**src/rtl/instr_dec_pkg.sv**
```systemverilog
package instr_dec_pkg;

   localparam int OPC_W    = 6;
   localparam int FN_W     = 6;
   localparam int CLS_W    = 2;
   localparam int ALUCTL_W = 4;

   typedef enum logic [CLS_W-1:0] {
      CLS_MEM = 2'b00,
      CLS_BR  = 2'b01,
      CLS_REG = 2'b10,
      CLS_RSV = 2'b11
   } op_class_e;

   localparam logic [OPC_W-1:0] OPC_REG   = 6'b000000;
   localparam logic [OPC_W-1:0] OPC_LOAD  = 6'b100011;
   localparam logic [OPC_W-1:0] OPC_STORE = 6'b101011;
   localparam logic [OPC_W-1:0] OPC_BEQ   = 6'b000100;

   localparam logic [FN_W-1:0] FN_ADD = 6'b100000;
   localparam logic [FN_W-1:0] FN_SUB = 6'b100010;
   localparam logic [FN_W-1:0] FN_AND = 6'b100100;
   localparam logic [FN_W-1:0] FN_OR  = 6'b100101;
   localparam logic [FN_W-1:0] FN_NOR = 6'b100111;
   localparam logic [FN_W-1:0] FN_SLT = 6'b101010;

   localparam logic [ALUCTL_W-1:0] ALU_AND = 4'b0000;
   localparam logic [ALUCTL_W-1:0] ALU_OR  = 4'b0001;
   localparam logic [ALUCTL_W-1:0] ALU_ADD = 4'b0010;
   localparam logic [ALUCTL_W-1:0] ALU_SUB = 4'b0110;
   localparam logic [ALUCTL_W-1:0] ALU_SLT = 4'b0111;
   localparam logic [ALUCTL_W-1:0] ALU_NOR = 4'b1100;

   typedef struct packed {
      logic dst_sel_rd;
      logic reg_we;
      logic opb_sel_imm;
      logic mem_re;
      logic mem_we;
      logic wb_sel_mem;
      logic is_branch;
   } ctrl_flags_t;

endpackage

```
**src/rtl/dec_main.sv**
```systemverilog
module dec_main
   import instr_dec_pkg::*;
(
   input  logic [OPC_W-1:0] opcode,
   output ctrl_flags_t      flags,
   output op_class_e        op_class
);

   always_comb begin
      flags    = '0;
      op_class = CLS_MEM;
      unique case (opcode)
         OPC_REG: begin
            flags.dst_sel_rd = 1'b1;
            flags.reg_we     = 1'b1;
            op_class         = CLS_REG;
         end
         OPC_LOAD: begin
            flags.reg_we      = 1'b1;
            flags.opb_sel_imm = 1'b1;
            flags.mem_re      = 1'b1;
            flags.wb_sel_mem  = 1'b1;
         end
         OPC_STORE: begin
            flags.opb_sel_imm = 1'b1;
            flags.mem_we      = 1'b1;
         end
         OPC_BEQ: begin
            flags.is_branch = 1'b1;
            op_class        = CLS_BR;
         end
         default: ;
      endcase
   end

   // Memory port handshake guards
   always_comb begin
      p_mem_excl_r10: assert (!(flags.mem_re && flags.mem_we))
         else $error("mem read and write both asserted");
      p_load_wb_r2: assert (!flags.wb_sel_mem || flags.mem_re)
         else $error("memory write-back without a memory read");
      p_branch_nowr_r4: assert (!flags.is_branch || (!flags.reg_we && !flags.mem_we))
         else $error("branch with a write enable");
   end

endmodule

```
**src/rtl/dec_alu.sv**
```systemverilog
module dec_alu
   import instr_dec_pkg::*;
(
   input  op_class_e            op_class,
   input  logic [FN_W-1:0]      funct,
   output logic [ALUCTL_W-1:0]  alu_ctl
);

   logic [ALUCTL_W-1:0] fn_ctl;

   always_comb begin
      unique case (funct)
         FN_ADD:  fn_ctl = ALU_ADD;
         FN_SUB:  fn_ctl = ALU_SUB;
         FN_AND:  fn_ctl = ALU_AND;
         FN_OR:   fn_ctl = ALU_OR;
         FN_NOR:  fn_ctl = ALU_NOR;
         FN_SLT:  fn_ctl = ALU_SLT;
         default: fn_ctl = ALU_ADD;
      endcase
   end

   always_comb begin
      unique case (op_class)
         CLS_REG: alu_ctl = fn_ctl;
         CLS_BR:  alu_ctl = ALU_SUB;
         default: alu_ctl = ALU_ADD;
      endcase
   end

   always_comb begin
      p_nonreg_fixed_r5: assert (op_class == CLS_REG ||
                                 alu_ctl == ALU_ADD || alu_ctl == ALU_SUB)
         else $error("non register class produced a function-derived code");
   end

endmodule

```
**src/rtl/pc_sel_gate.sv**
```systemverilog
module pc_sel_gate (
   input  logic is_branch,
   input  logic alu_zero,
   output logic pc_next_sel
);

   assign pc_next_sel = is_branch & alu_zero;

endmodule

```
**src/rtl/instr_decode.sv**
```systemverilog
module instr_decode
   import instr_dec_pkg::*;
#(
   parameter int INSTR_W = 32,
   parameter int OPC_LSB = 26
) (
   input  logic [INSTR_W-1:0]  instr,
   input  logic                alu_zero,
   output logic                dst_sel_rd,
   output logic                reg_we,
   output logic                opb_sel_imm,
   output logic                mem_re,
   output logic                mem_we,
   output logic                wb_sel_mem,
   output logic                is_branch,
   output logic [CLS_W-1:0]    op_class,
   output logic [ALUCTL_W-1:0] alu_ctl,
   output logic                pc_next_sel
);

   localparam int OPC_MSB = OPC_LSB + OPC_W - 1;

   generate
      if (OPC_MSB != INSTR_W - 1) begin : g_bad_opc_pos
         initial $fatal(1, "opcode must occupy the top bits of the word");
      end
      if (OPC_LSB <= FN_W) begin : g_bad_fn_overlap
         initial $fatal(1, "function field overlaps the opcode");
      end
   endgenerate

   ctrl_flags_t flags;
   op_class_e   cls;
   logic        unused_mid;

   assign unused_mid = ^instr[OPC_LSB-1:FN_W];

   dec_main u_main (
      .opcode   (instr[OPC_MSB:OPC_LSB]),
      .flags    (flags),
      .op_class (cls)
   );

   dec_alu u_alu (
      .op_class (cls),
      .funct    (instr[FN_W-1:0]),
      .alu_ctl  (alu_ctl)
   );

   pc_sel_gate u_pcsel (
      .is_branch   (flags.is_branch),
      .alu_zero    (alu_zero),
      .pc_next_sel (pc_next_sel)
   );

   assign dst_sel_rd  = flags.dst_sel_rd;
   assign reg_we      = flags.reg_we;
   assign opb_sel_imm = flags.opb_sel_imm;
   assign mem_re      = flags.mem_re;
   assign mem_we      = flags.mem_we;
   assign wb_sel_mem  = flags.wb_sel_mem;
   assign is_branch   = flags.is_branch;
   assign op_class    = cls;

   always_comb begin
      p_pcsel_needs_br_r9: assert (!pc_next_sel || (flags.is_branch && alu_zero))
         else $error("next-PC select without a taken branch");
      p_brclass_sub_r4: assert (cls != CLS_BR || alu_ctl == ALU_SUB)
         else $error("branch class did not select subtract");
   end

endmodule

```
**config.mk**
```make
export PLATFORM = sky130hd
export DESIGN_NAME = instr_decode
export DESIGN_NICKNAME = d
export VERILOG_FILES = /design/src/rtl/instr_dec_pkg.sv /design/src/rtl/dec_main.sv /design/src/rtl/dec_alu.sv /design/src/rtl/pc_sel_gate.sv /design/src/rtl/instr_decode.sv
export SDC_FILE = /design/constraint.sdc
export NUM_CORES = 1
export LEC_CHECK = 0
export ABC_AREA = 1
export BUFFER_PORTS_ARGS = -buffer_cell sky130_fd_sc_hd__buf_2
export CAP_MARGIN = 40
export CORE_AREA = 5 5 42 44
export DETAILED_ROUTE_END_ITERATION = 7
export DIE_AREA = 0 0 47 49
export GPL_TIMING_DRIVEN = 0
export MAX_ROUTING_LAYER = met4
export SLEW_MARGIN = 20
export SYNTH_ARGS = -nofsm -noshare
export SYNTH_HDL_FRONTEND = slang
export SYNTH_HIERARCHICAL = 1
export SYNTH_SLANG_ARGS = --single-unit
export TNS_END_PERCENT = 20
```
**constraint.sdc**
```tcl
create_clock -name vclk -period 2.9
set_input_delay 0.145 -clock vclk [all_inputs]
set_output_delay 0.145 -clock vclk [all_outputs]
set_load 0.02 [all_outputs]
```
## Word-level counts from Yosys, hierarchy flattened

Index checks and enable logic that the tools add are counted.

| storage, ports and cells | value |
|---|---|
| flip-flop bits (word level) | 0 |
| latch bits | 0 |
| RAM bits | 0 |
| bits in read-only memories | 0 |
| bits of input ports | 33 |
| output and inout port bits | 14 |
| logic and storage cells | 23 |
| memories | 0 |

| operators by class | value |
|---|---|
| add/subtract/negate cells | 0 |
| multipliers | 0 |
| div/mod/pow operators | 0 |
| order comparisons | 0 |
| equal/unequal tests | 10 |
| shift operators | 0 |
| mux-type cells | 9 |
| bitwise logic cells | 1 |
| reductions and logical operators | 3 |

Operator list:

| kind | count |
|---|---|
| == test 6 bit (second input constant) | 7 |
| one-hot mux 4 bit (5 select lines) | 1 |
| one-hot mux 4 bit (2 select lines) | 1 |
| == test 6 x 3 -> 1 bit (second input constant) | 1 |
| zero test 6 bit | 1 |
| two-way mux 1 bit | 6 |
| one-hot mux 2 bit (2 select lines) | 1 |
| OR reduction 2 bit | 2 |
| == test 2 x 1 -> 1 bit (second input constant) | 1 |
| == test 2 bit (second input constant) | 1 |
| AND 1 bit | 1 |

## Longest topological paths before layout

| depth | value |
|---|---|
| word-level depth | 4 |
| mapped depth | 10 |
| gate-level depth less buffers | 9 |

## Modules after synthesis

The synthesis kept the hierarchy.

By module, submodules not included:

| module | times used | cells an instance | area each (sq um) | seq. area each (sq um) |
|---|---|---|---|---|
| dec_alu | 1 | 30 | 152.6 | 0.0 |
| dec_main | 1 | 23 | 98.8 | 0.0 |
| pc_sel_gate | 1 | 2 | 7.5 | 0.0 |

## Worst setup path before layout

OpenSTA, ideal clock, no wires.

| timing path | value |
|---|---|
| kind | input-to-output |
| start | in instr[27] |
| end | out alu_ctl[3] |
| arrival | 1.806 ns |
| required time | 2.755 ns |
| path slack | 0.949 ns |
| stages on the path | 7 |
| buffers on the path | 1 |
| cell sequence | nor2_1 > nand2_1 > nor2_1 > buf_4 > inv_1 > ha_1 > nor3_1 |

| between the ends | value |
|---|---|
| word-level cells in the longest chain between the ends | 4 |
| elaborated cells between the ends (all ways) | 6 |
| classes of those cells | eq/ne (3); mux (2); reduce/logical (1) |

RTL lines:

| item | line | RTL |
|---|---|---|
| start, declared | instr_decode.sv:7 | `input logic [INSTR_W-1:0] instr,` |
| == test 6 x 3 -> 1 bit or zero test 6 bit (tied branches) | dec_main.sv:12 | `unique case (opcode)` |
| one-hot mux 2 bit (2 select lines) * | dec_main.sv:12 |  |
| named net op_class[0] | instr_decode.sv:16 | `output logic [CLS_W-1:0] op_class,` |
| == test 2 x 1 -> 1 bit or == test 2 bit (tied branches) | dec_alu.sv:24 | `unique case (op_class)` |
| one-hot mux 4 bit (2 select lines) * | dec_alu.sv:24 |  |
| end, declared | instr_decode.sv:17 | `output logic [ALUCTL_W-1:0] alu_ctl,` |

Mark *: on every way through the listed nets, which the timed path passes. The rest lies on a longest branch.

## Final worst setup path

| timing path | value |
|---|---|
| start | in instr[27] |
| end | out alu_ctl[3] |

| between the ends | value |
|---|---|
| word-level cells in the longest chain between the ends | 4 |
| elaborated cells between the ends (all ways) | 6 |
| classes of those cells | eq/ne (3); mux (2); reduce/logical (1) |

RTL lines:

| item | line |
|---|---|
| == test 6 x 3 -> 1 bit or zero test 6 bit (tied branches) | dec_main.sv:12 |
| one-hot mux 2 bit (2 select lines) * | dec_main.sv:12 |
| == test 2 x 1 -> 1 bit or == test 2 bit (tied branches) | dec_alu.sv:24 |
| one-hot mux 4 bit (2 select lines) * | dec_alu.sv:24 |

Every way passes the cells marked *; elsewhere a longest branch is shown, timed or not.

==> metrics <==
status finished, final reports clean; Synth Area per Inst 4.71 sq um; Initial DRT Pass Iterations 4; Die Ht 49 um; Overflow after GRT 0; vias 390; sequential area share after synthesis 0%; Fin. Hold Viols 0; share of cells above drive strength 1 40.2%; Mapped Area 259 sq um; core box area 0.00140 sq mm; Gate Count Post-Synth 55; worst hold path class input port to output port; Post-CTS Hold Fix Bufs 0; post-CTS resize count 0; DP HPWL 676 um; largest net degree at the start of global routing 6; top post-synthesis cells by area inv_1 20%, nand2_1 20%, nor2_1 14%; ANT cells 0; CP Class input port to output port; PD cells 68.1 mW/mm^2; Slew Viols, Final 0; CP Data Required Time 2760 ps; Starting DRT DRC Count 3; WL/cell 7.52 um; Slew @ Worst Pin 179 ps; syn_nets 90; Cell Count, Final, Fillers Out 98; Arr. time, crit path 1520 ps; Worst Setup End Kind output port; Area growth syn-to-layout 59.9%; VDD IR-drop max 24.7 uV; Starting Density 18.5%; Die Span X 47 um; Fillers 164; global-route wire length before repair 1210 um; Fin Setup TNS 0 ps; final setup violation count 0; MaxCap Viol Count 0; Tcrit/Tclk final 57.5%; top-area cell type share of the netlist area 20.3%; FFs & Latches 0; Boundary Pins 47; IO Port Bufs 27; total track usage 6.55%; Leak 0.306 nW; Final ANT Viol Nets 0; Worst setup SP type input port; initial antenna violation count 0; RSZ-0062 raised after global routing no; Slew HR 88.0%; Ys Warns 6; footprint of the multi-input gates 188 sq um; minimum clock period 1670 ps; CP startpoint instr[27]; Peak Freq 600 MHz; most area-hungry cell type in the Yosys netlist inv_1; Max FO, Critical Path 5; setup bufs post-CTS 0; final net count 119; Yosys cell types 12; Die Area 0.00230 sq mm; Post-Route WL 737 um; HP Start instr[28]; row cnt 14; register area 0 sq um; number of global-route vias before repair 342; # placed instances 98; DR vias/cell 3.98; RD Place Congestion 0.706; DRC Markers 0; layout clock buffer count 0
[layout make-up]
type	instances	share of cell area, %
buffer	2	3.63
inverter	15	13.6
multi-input combinational	38	45.3
tap	16	4.83
timing repair buffer	27	32.6
[synth_stat cells, drive strengths merged]
library cell	number
ha	2
nand4	3
nor3	1
inv	15
buf	2
nand2	14
nor2	13
or2	1
o2111ai	1
nand3	3
[where the power goes]
group	total, mW	switching [mW]	internal, mW
Clock	0	0	0
Combinational	0.0282	0.0161	0.0121
Sequential	0	0	0
[stage by stage]
stage / power, mW / setup slack [ps] / hold slack (ps) / instance area (sq um) / utilization [%]
6_report: 0.0282 / 1230 / 585 / 414 / 29.6
5_1_grt: 0.0324 / 1050 / 599 / 414 / 29.6
4_1_cts: 0.0283 / 1230 / 585 / 414 / 29.6
3_5_place_dp: 0.0282 / 1240 / 582 / 414 / 29.6
3_3_place_gp: 0.0276 / 1220 / 586 / 414 / 29.6
2_1_floorplan: 0.0140 / 949 / 370 / 259 / -
[metal layers]
layer  wire length, um  GRT usage, %  share of wire [%]  vias up
li1                  -             -                  -      218
met1               339          9.57                 46      149
met2               290          10.4                 39       23
met3               107         0.369                 15        0
met4                 0             0                  0        0
met5                 0             -                  0        -
[kinds of logic (layout without fill, tap and decap cells)]
| kind of cell | Yosys count | in the layout | synth area share [%] |
|---|---|---|---|
| adder cells (fa/ha/maj) | 2 | 2 | 9.66 |
| AO/OA/AOI/OAI | 1 | 1 | 3.38 |
| buffers and inverters | 17 | 44 | 27.5 |
| AND/OR/NAND/NOR | 35 | 35 | 59.4 |
[worst paths after layout]
path / end / slack [ps] / depth (start not counted)
hold / removal: opb_sel_imm / 580 / 3
setup / recovery: alu_ctl[3] / 1230 / 9
[cell usage in the layout (no fill, tap or decap)]
cell	instances
nor3_1	1
o2111ai_1	1
ha_1	2
nand2_1	14
nor2_2	3
inv_2	1
nor2_1	10
or2_1	1
inv_1	14
buf_4	2
buf_2	27
nand3_1	3
nand4_1	3
[critical path, cell delays in order]
cell and delay [ps]:
buf_2 100, nor2_1 130, nand2_1 70, nor2_1 150
buf_4 150, inv_1 40, ha_1 350, nor3_1 190
buf_2 190
Note: power is estimated with default switching activity, not from simulation.
